File: src/rtl/omq_pkg.sv
package omq_pkg;

    localparam int BASE_LSB = 20;
    localparam int BASE_W   = 32 - BASE_LSB;
    localparam int OFF_W    = BASE_LSB - 2;

    localparam logic [31:0] EMPTY_WORD = 32'hFFFF_FFFF;

    typedef enum logic [1:0] {
        SEL_BASE = 2'd0,
        SEL_HEAD = 2'd1,
        SEL_TAIL = 2'd2,
        SEL_NONE = 2'd3
    } omq_sel_e;

    typedef enum logic [1:0] {
        ST_IDLE  = 2'd0,
        ST_MREQ  = 2'd1,
        ST_MWAIT = 2'd2,
        ST_RESP  = 2'd3
    } omq_state_e;

    // Layout shared by the head and tail readback and by the fetch address
    typedef struct packed {
        logic [BASE_W-1:0] base_hi;
        logic [OFF_W-1:0]  word_off;
        logic [1:0]        rsvd;
    } omq_ptr_word_t;

    function automatic logic [31:0] ptr_word(input logic [BASE_W-1:0] hi,
                                             input logic [OFF_W-1:0]  off);
        omq_ptr_word_t w;
        w.base_hi  = hi;
        w.word_off = off;
        w.rsvd     = 2'b00;
        return w;
    endfunction

endpackage

File: src/rtl/omq_regs.sv
module omq_regs
    import omq_pkg::*;
#(
    parameter  int QLOG2 = 6,
    localparam int IW    = QLOG2 - 2
) (
    input  logic              clk,
    input  logic              rst,
    input  logic              we,
    input  logic [1:0]        addr,
    input  logic [31:0]       wdata,
    output logic [31:0]       rdata,
    input  logic              tail_adv,
    output logic [BASE_W-1:0] base_hi,
    output logic [IW-1:0]     head_idx,
    output logic [IW-1:0]     tail_idx
);

    omq_sel_e sel;
    assign sel = omq_sel_e'(addr);

    always_ff @(posedge clk) begin
        if (rst) begin
            base_hi  <= '0;
            head_idx <= '0;
            tail_idx <= '0;
        end else begin
            if (we && sel == SEL_BASE) base_hi <= wdata[31:BASE_LSB];
            if (we && sel == SEL_HEAD) head_idx <= wdata[QLOG2-1:2];
            // entry index wraps by natural overflow at the queue size
            if (tail_adv) tail_idx <= tail_idx + IW'(1);
        end
    end

    always_comb begin
        case (sel)
            SEL_BASE: rdata = {base_hi, {BASE_LSB{1'b0}}};
            SEL_HEAD: rdata = ptr_word(base_hi, OFF_W'(head_idx));
            SEL_TAIL: rdata = ptr_word(base_hi, OFF_W'(tail_idx));
            default:  rdata = '0;
        endcase
    end

    logic unused_wbits;
    assign unused_wbits = ^{wdata[BASE_LSB-1:QLOG2], wdata[1:0]};

    AST_HEAD_SW_ONLY: assert property (@(posedge clk) disable iff (rst)
        !(we && sel == SEL_HEAD) |=> $stable(head_idx));

    AST_TAIL_HW_ONLY: assert property (@(posedge clk) disable iff (rst)
        !tail_adv |=> $stable(tail_idx));

endmodule

File: src/rtl/omq_ctrl.sv
module omq_ctrl
    import omq_pkg::*;
#(
    parameter  int QLOG2 = 6,
    localparam int IW    = QLOG2 - 2
) (
    input  logic              clk,
    input  logic              rst,
    input  logic              port_req_valid,
    output logic              port_req_ready,
    output logic              port_rsp_valid,
    input  logic              port_rsp_ready,
    output logic [31:0]       port_rsp_data,
    output logic              mem_req_valid,
    input  logic              mem_req_ready,
    output logic [31:0]       mem_req_addr,
    input  logic              mem_rsp_valid,
    input  logic [31:0]       mem_rsp_data,
    input  logic [BASE_W-1:0] base_hi,
    input  logic [IW-1:0]     head_idx,
    input  logic [IW-1:0]     tail_idx,
    output logic              tail_adv
);

    omq_state_e  st_q;
    logic [31:0] addr_q;
    logic [31:0] data_q;
    logic        q_empty;

    assign q_empty = (head_idx == tail_idx);

    always_ff @(posedge clk) begin
        if (rst) begin
            st_q   <= ST_IDLE;
            addr_q <= '0;
            data_q <= '0;
        end else begin
            case (st_q)
                ST_IDLE: begin
                    if (port_req_valid) begin
                        if (q_empty) begin
                            data_q <= EMPTY_WORD;
                            st_q   <= ST_RESP;
                        end else begin
                            addr_q <= ptr_word(base_hi, OFF_W'(tail_idx));
                            st_q   <= ST_MREQ;
                        end
                    end
                end
                ST_MREQ: if (mem_req_ready) st_q <= ST_MWAIT;
                ST_MWAIT: begin
                    if (mem_rsp_valid) begin
                        data_q <= mem_rsp_data;
                        st_q   <= ST_RESP;
                    end
                end
                ST_RESP: if (port_rsp_ready) st_q <= ST_IDLE;
                default: st_q <= ST_IDLE;
            endcase
        end
    end

    assign port_req_ready = (st_q == ST_IDLE);
    assign port_rsp_valid = (st_q == ST_RESP);
    assign port_rsp_data  = data_q;
    assign mem_req_valid  = (st_q == ST_MREQ);
    assign mem_req_addr   = addr_q;
    assign tail_adv       = (st_q == ST_MWAIT) && mem_rsp_valid;

    AST_FETCH_ALIGNED: assert property (@(posedge clk) disable iff (rst)
        mem_req_valid |-> mem_req_addr[1:0] == 2'b00);

    AST_MEM_REQ_HOLD: assert property (@(posedge clk) disable iff (rst)
        mem_req_valid && !mem_req_ready |=> mem_req_valid && $stable(mem_req_addr));

    AST_EMPTY_NO_FETCH: assert property (@(posedge clk) disable iff (rst)
        port_req_valid && port_req_ready && (head_idx == tail_idx) |=> !mem_req_valid);

    AST_ONE_IN_FLIGHT: assert property (@(posedge clk) disable iff (rst)
        port_req_valid && port_req_ready |=> !port_req_ready);

    AST_RSP_HOLD: assert property (@(posedge clk) disable iff (rst)
        port_rsp_valid && !port_rsp_ready |=> port_rsp_valid && $stable(port_rsp_data));

endmodule

File: src/rtl/omq_port.sv
module omq_port
    import omq_pkg::*;
#(
    parameter int QLOG2 = 6
) (
    input  logic        clk,
    input  logic        rst,
    input  logic        reg_we,
    input  logic [1:0]  reg_addr,
    input  logic [31:0] reg_wdata,
    output logic [31:0] reg_rdata,
    input  logic        port_req_valid,
    output logic        port_req_ready,
    output logic        port_rsp_valid,
    input  logic        port_rsp_ready,
    output logic [31:0] port_rsp_data,
    output logic        mem_req_valid,
    input  logic        mem_req_ready,
    output logic [31:0] mem_req_addr,
    input  logic        mem_rsp_valid,
    input  logic [31:0] mem_rsp_data
);

    localparam int IW = QLOG2 - 2;

    logic [BASE_W-1:0] base_hi;
    logic [IW-1:0]     head_idx;
    logic [IW-1:0]     tail_idx;
    logic              tail_adv;

    omq_regs #(.QLOG2(QLOG2)) u_regs (
        .clk      (clk),
        .rst      (rst),
        .we       (reg_we),
        .addr     (reg_addr),
        .wdata    (reg_wdata),
        .rdata    (reg_rdata),
        .tail_adv (tail_adv),
        .base_hi  (base_hi),
        .head_idx (head_idx),
        .tail_idx (tail_idx)
    );

    omq_ctrl #(.QLOG2(QLOG2)) u_ctrl (
        .clk            (clk),
        .rst            (rst),
        .port_req_valid (port_req_valid),
        .port_req_ready (port_req_ready),
        .port_rsp_valid (port_rsp_valid),
        .port_rsp_ready (port_rsp_ready),
        .port_rsp_data  (port_rsp_data),
        .mem_req_valid  (mem_req_valid),
        .mem_req_ready  (mem_req_ready),
        .mem_req_addr   (mem_req_addr),
        .mem_rsp_valid  (mem_rsp_valid),
        .mem_rsp_data   (mem_rsp_data),
        .base_hi        (base_hi),
        .head_idx       (head_idx),
        .tail_idx       (tail_idx),
        .tail_adv       (tail_adv)
    );

endmodule

File: config.mk
export PLATFORM = sky130hd
export DESIGN_NAME = omq_port
export DESIGN_NICKNAME = d
export VERILOG_FILES = /design/src/rtl/omq_pkg.sv /design/src/rtl/omq_regs.sv /design/src/rtl/omq_ctrl.sv /design/src/rtl/omq_port.sv
export SDC_FILE = /design/constraint.sdc
export NUM_CORES = 1
export LEC_CHECK = 0
export BUFFER_PORTS_ARGS = -buffer_cell sky130_fd_sc_hd__clkbuf_2
export CORE_ASPECT_RATIO = 1.4
export CORE_MARGIN = 2
export CORE_UTILIZATION = 41
export CTS_CLUSTER_DIAMETER = 40
export CTS_CLUSTER_SIZE = 20
export DETAILED_ROUTE_END_ITERATION = 12
export GPL_ROUTABILITY_DRIVEN = 0
export HOLD_SLACK_MARGIN = 0.02
export PLACE_DENSITY = 0.76
export SYNTH_ARGS = -nofsm -noshare
export SYNTH_HDL_FRONTEND = slang
export SYNTH_SLANG_ARGS = --single-unit
File: constraint.sdc
create_clock -name clk -period 2.2 [get_ports clk]
set_clock_uncertainty 0.15 [all_clocks]
set_input_delay 0.44 -clock clk [delete_from_list [all_inputs] [get_ports clk]]
set_output_delay 0.44 -clock clk [all_outputs]
set_load 0.02 [all_outputs]
==> metrics.txt, run 1 <==
status=finished, final reports clean; reg2reg end=u_ctrl.port_rsp_data[22]; utilization after layout=53.8%; ys async rst share=0%; Root Driver=clkbuf_16; Syn Inst Count=367; Placed Area=3960 sq um; TritonCTS buffer count=9; Core ar.=8050 sq um; post-layout minimum cycle time=1960 ps; crit start category=flip-flop; CTS tree=yes; Sw Share=34.6%; WS Path Type=flip-flop to flip-flop; Post-Synth Adder-Cell Area=2.23%; Worst EP required=2220 ps; yosys warns=0; Fmax=around 500 MHz; Nets=about 560; slowest stage delay, CP=about 440 ps; Synth Area in Compound Gates=a little under a fifth; Max Slew Vio Count=0; Sequential Power Share=32.8%; R2R setup slack=~240 ps; grt ovf=0; vias in the first global route=2,690; Worst-path clk slew=50 ps; initial core utilization=41.9%; actual slew at the worst max-slew pin=590 ps; Yosys reg bits=70; Initial DRC Count=63; NetSw=approximately 1.8 mW; final worst slack=242 ps; Avg Inst Size Synth=9.18 sq um; clock tree buffer depth=2; clk sinks=70; Clk network pwr share=31.9%; WL/cell=12.9 um; post-synthesis simple-gate area fraction=about 15%; IO Count=172; mux cell area share after synthesis=5.05%; Synth cell types=28; Die Ht=111 um; Final Hold Vio Count=0; # hold bufs at CTS=0; Post-Layout Inst Area=4330 sq um; r2r worst-path depth=7; DRT antenna net count=0; Comb power frac=35.3%; Pint=around 3.3 mW; antenna violations before repair=0; Max FO, Critical Path=32; First-pass DRT Iterations=4; RSZ-0062 raised after global routing=no; Detailed Place HPWL=5270 um; crit end category=flip-flop; n_diodes=0; hold path startpoint=reg_wdata[21]; hold endpoint=u_regs.base_hi[1]; Layout area overhead=28.6%; Post-Place Cells=about 580; PortBufs=~120; Final setup viols=0; # rows=39; Hold Path Class=primary input to flip-flop; most common cell in the netlist=dfxtp_1; Setup Buffers After CTS=0; Peak supply drop=around 0.00063 V; final setup TNS=0 ps; DP Worst Slack=14.0 ps; post-cts sizing count=0; Leakage Power=~2.0 nW; drt drc=0; top post-synthesis cells by area=dfxtp_1 (42%), a221oi_2 (13%), buf_4 (7.3%), nor2_1 (6.0%), mux2i_1 (5.0%); slowest stage cell, crit path=buf_4; cell area after synthesis=3370 sq um; hold path cells=3; Critical Path, Cell by Cell=inv_1, ha_1, nand2_1, nor2_1, nand2_2, buf_4, a221oi_1; Max-cap violations=0; Die Span X=80.6 um; Final Non-Filler Cells=591; worst path arrival time=a little under 2000 ps; RR Startpoint=u_ctrl.st_q[0]; sequential area share after synthesis=a little over 40%; Post-synth top cells=dfxtp_1 (70), nor2_1 (54), inv_1 (35), nand2_1 (35), buf_4 (33); pin count of the biggest net entering global routing=33; Yosys top cell area share=41.6%; first-pass GRT wire length=12,100 um; area leader, netlist=dfxtp_1; post-synthesis xor/xnor area fraction=1.82%; Hold Slack=185 ps; total power=5.11 mW; Rel. slew slack=60.7%; PwrDens=1180 nW/um^2; layout cell share with drive strength beyond 1=37.0%; Routed WL=7640 um; die area=8970 sq um; gr usage total=between 10% and 20%; largest family of logic cells by synthesized area=compound AO/OA/AOI/OAI gates; H-tree depth=3; via count=2,830; period utilization=89.0%; Avg Vias per Cell=4.79; Worst setup startpoint=u_ctrl.st_q[0]; clk_lat worst skew=330 ps; number of flops mapped to enable cells by yosys=0; Synth Flop Type=dfxtp_1
critical path: cells and delay by family (launching register included):
family | cells | cell delay (ps)
and+or+nand+nor | 3 | 290
DFF | 1 | 350
adders and majority gates | 1 | 270
buffers and inverters | 2 | 540
AOI/OAI and AO/OA | 1 | 180
layer usage:
metal / vias to the layer above / track usage [%] / wire (um)
met2: 103 / 29.7 / 3850
li1: 1400 / - / -
met3: 10 / 6.35 / 606
met5: - / 0 / 0
met4: 0 / 6.10 / 124
met1: 1317 / 18.6 / 3050
area by class of cell:
class	count	area [sq um]
fill	752	3720
multi-input combinational	238	1620
sequential	70	1400
timing repair buffer	131	721
clock buffer	11	243
inverter	35	131
tap	102	128
clock inverter	4	95.1
logic make-up (layout without fill, tap and decap cells):
kind of cell	count (synthesis)	after routing
AOI/OAI and AO/OA	57	58
xor gates and xnor gates	7	7
adders and majority gates	6	6
buffers and inverters	91	181
DFF	70	70
muxes	17	17
other	1	32
and+or+nand+nor	118	118
power groups by stage:
stage / Combinational [mW] / Clock, mW / Sequential [mW]
after CTS: 1.78 / 1.67 / 1.68
final: 1.80 / 1.63 / 1.67
after floorplan: 1.10 / 0 / 1.96
after detailed placement: 1.77 / 0 / 1.71
after global routing: 1.98 / 1.71 / 1.71
after global placement: 1.73 / 0 / 1.69
registers in the layout, summed over array words and instances (netlist names):
register / count
u_ctrl.mem_req_addr: 16
u_regs.head_idx: 4
u_ctrl.port_rsp_data: 32
u_ctrl.st_q: 2
u_regs.tail_idx: 4
u_regs.base_hi: 12
placed cells by master (no fill, tap or decap), types with 2 or more instances in the layout:
cell type | netlist | final
bufinv_16 | 0 | 3
and2_1 | 14 | 13
nand2_1 | 35 | 34
a31o_4 | 1 | 2
ha_1 | 6 | 6
nand3_1 | 4 | 4
a221oi_2 | 29 | 29
dfxtp_1 | 70 | 70
clkbuf_2 | 1 | 122
conb_1 | 1 | 32
xor2_1 | 2 | 2
buf_4 | 33 | 4
a221oi_1 | 4 | 4
a21oi_1 | 17 | 17
xnor2_1 | 5 | 5
mux2i_1 | 17 | 17
inv_1 | 35 | 35
buf_12 | 0 | 3
a22o_1 | 4 | 4
nor2b_1 | 7 | 6
clkbuf_16 | 0 | 9
nor2_1 | 54 | 54
how the worst max path moves through the flow:
stage	cells after the start	to	slack (ps)
3_3_place_gp	6	u_ctrl.port_rsp_data[23]	70
2_1_floorplan	9	u_ctrl.port_rsp_data[0]	180
3_5_place_dp	6	u_ctrl.port_rsp_data[31]	10
5_1_grt	7	u_ctrl.port_rsp_data[22]	60
4_1_cts	6	u_ctrl.port_rsp_data[31]	5
6_report	7	u_ctrl.port_rsp_data[22]	240
No activity file was read; power rests on OpenSTA's default activity.
==> inputs of run 2 (changes only) <==
- CORE_UTILIZATION: 41 -> 42
- PLACE_DENSITY: 0.76 -> 0.77
- SYNTH_HIERARCHICAL: default -> 1
==> metrics.txt, run 2 <==
IO Count=roughly 170; layout cell share with drive strength beyond 1=37.8%; most common cell in the netlist=dfxtp_1; Critical Path, Cell by Cell=inv_1, ha_1, and2_4, and2_1, a31o_4, a221oi_1; Avg Vias per Cell=4.69; clock tree buffer depth=2; Leakage Power=a little over 2 nW; drt drc=0; Core ar.=8250 sq um; crit end category=flip-flop; commonest non-fill, non-tap cell in the layout=clkbuf_2; post-layout minimum cycle time=2040 ps; PortBufs=123; Yosys top cell area share=approximately two fifths; Synth Flop Type=dfxtp_1; antenna violations before repair=0; Rel. slew slack=61.0%; ys async rst share=0%; Layout area overhead=23.0%; die area=just over 9000 sq um; worst path arrival time=2120 ps; slowest stage delay, CP=390 ps; crit start category=flip-flop; Final Hold Vio Count=0; final setup TNS=0 ps; max FFs per register=32; CTS tree=yes; Setup Buffers After CTS=0; Synth cell types=36; top post-synthesis cells by area=dfxtp_1 (39%), a221oi_2 (13%), mux2i_1 (9.2%), buf_4 (7.3%), nand2b_1 (6.1%); Root Driver=clkbuf_16; cell area after synthesis=3600 sq um; Yosys reg bits=70; number of flops mapped to enable cells by yosys=0; first-pass GRT wire length=around 11,000 um; Routed WL=around 7400 um; clk sinks=70; Initial DRC Count=57; WL/cell=12.5 um; yosys warns=6; status=finished, final reports clean; Fmax=around 490 MHz; Worst-path clk slew=60 ps; fillers=757; period utilization=92.9%; pin count of the biggest net entering global routing=54; most frequent cells in the layout=clkbuf_2 (122), dfxtp_1 (70), nor2_1 (51); PwrDens=around 1100 nW/um^2; TritonCTS buffer count=9; post-cts sizing count=0; total power=between 4 and 5 mW; Avg Inst Size Synth=9.83 sq um; initial core utilization=43.6%; Max FO, Critical Path=32; clk_lat worst skew=320 ps; Detailed Place HPWL=5600 um; area leader, netlist=dfxtp_1; Nets=561; H-tree depth=3; Syn Inst Count=between 300 and 400; sequential area share after synthesis=between 30% and 40%; gr usage total=between 10% and 20%; grt ovf=0; Worst EP required=2270 ps; Hold Path Class=primary input to flip-flop; Max-cap violations=0; DRT antenna net count=0; via count=around 2,800; WS Path Type=flip-flop to flip-flop; Die Span X=82.2 um; Max Slew Vio Count=0; actual slew at the worst max-slew pin=585 ps; # hold bufs at CTS=0; Peak supply drop=around 0.00061 V; # rows=39; First-pass DRT Iterations=4; Post-synth top cells=dfxtp_1 (70), nor2_1 (51), inv_1 (36), buf_4 (35), nand2b_1 (35); slowest stage cell, crit path=a31o_4; RSZ-0062 raised after global routing=no; Die Ht=114 um; vias in the first global route=2,601; n_diodes=0; Final setup viols=0
run 2: changes by cell type after synthesis, moves of 3 or more:
cell,before,now
nand2_1,35,3
nand2b_1,0,35
nor2b_1,7,2
nor2_1,54,51
mux2i_1,17,33
a21oi_1,17,2
clkbuf_1,15,10
nand3_1,4,0
run 2: area by class of cell:
cell class / instances / area [sq um] / area share [%]
well taps: 102 / 128 / 2.89
inverters: 36 / 135 / 3.06
clock inverters: 5 / 50.0 / 1.13
clock buffers: 11 / 233 / 5.26
repair buffers: 131 / 701 / 15.8
flip-flops and latches: 70 / 1400 / 31.7
multi-input cells: 234 / 1780 / 40.1
run 2: cells by family (layout without fill, tap and decap cells):
| logic type | after synthesis | after routing | share of synthesized area (%) |
|---|---|---|---|
| AOI/OAI and AO/OA | 44 | 44 | 16.2 |
| DFF | 70 | 70 | 39.0 |
| other | 2 | 32 | 0.209 |
| muxes | 34 | 34 | 9.50 |
| and+or+nand+nor | 113 | 113 | 17.0 |
| adders and majority gates | 6 | 6 | 2.09 |
| buffers and inverters | 92 | 183 | 14.8 |
| xor gates and xnor gates | 5 | 5 | 1.22 |
run 2: worst max-delay path: cells and delay by family, from the launching register on:
family | cells | cell delay (ps)
fa+ha+maj | 1 | 230
buf+inv | 1 | 100
flops | 1 | 350
simple gates | 2 | 360
compound gates | 2 | 730
run 2: final timing paths:
path | startpoint | endpoint | slack (ps) | cells past startpoint
worst max register to register | u_ctrl/st_q[0] | u_ctrl/port_rsp_data[10] | 160 | 6
worst min register to register | u_regs/base_hi[4] | u_regs/base_hi[4] | 340 | 2
worst max-delay path | u_ctrl/st_q[0] | u_ctrl/port_rsp_data[10] | 160 | 6
worst min-delay path | mem_rsp_data[13] | u_ctrl/port_rsp_data[13] | 200 | 3
run 2: stage by stage:
step / worst slack (ps) / instances / hold WS (ps) / cell area [sq um] / utilization [%]
final: 157 / 589 / 198 / 4420 / 53.6
after global routing: 30.9 / 589 / 199 / 4420 / 53.6
after CTS: 159 / 589 / 189 / 4420 / 53.6
after detailed placement: 179 / 573 / 325 / 4140 / 50.2
after global placement: 228 / 573 / 320 / 4140 / 50.2
after floorplan: 191 / 396 / 306 / 3710 / -
run 2: routing by layer:
layer,GRT usage [%],vias up,routed length [um]
met3,5.14,12,666
met5,0,-,0
met4,6.33,0,120
li1,-,1384,-
met1,17.7,1245,3080
met2,26.2,120,3510
run 2: power by group:
group / switching, mW / internal, mW
combinational: 1.12 / 0.688
sequential: 0.144 / 1.53
clock: 0.500 / 0.869
total: 1.77 / 3.09
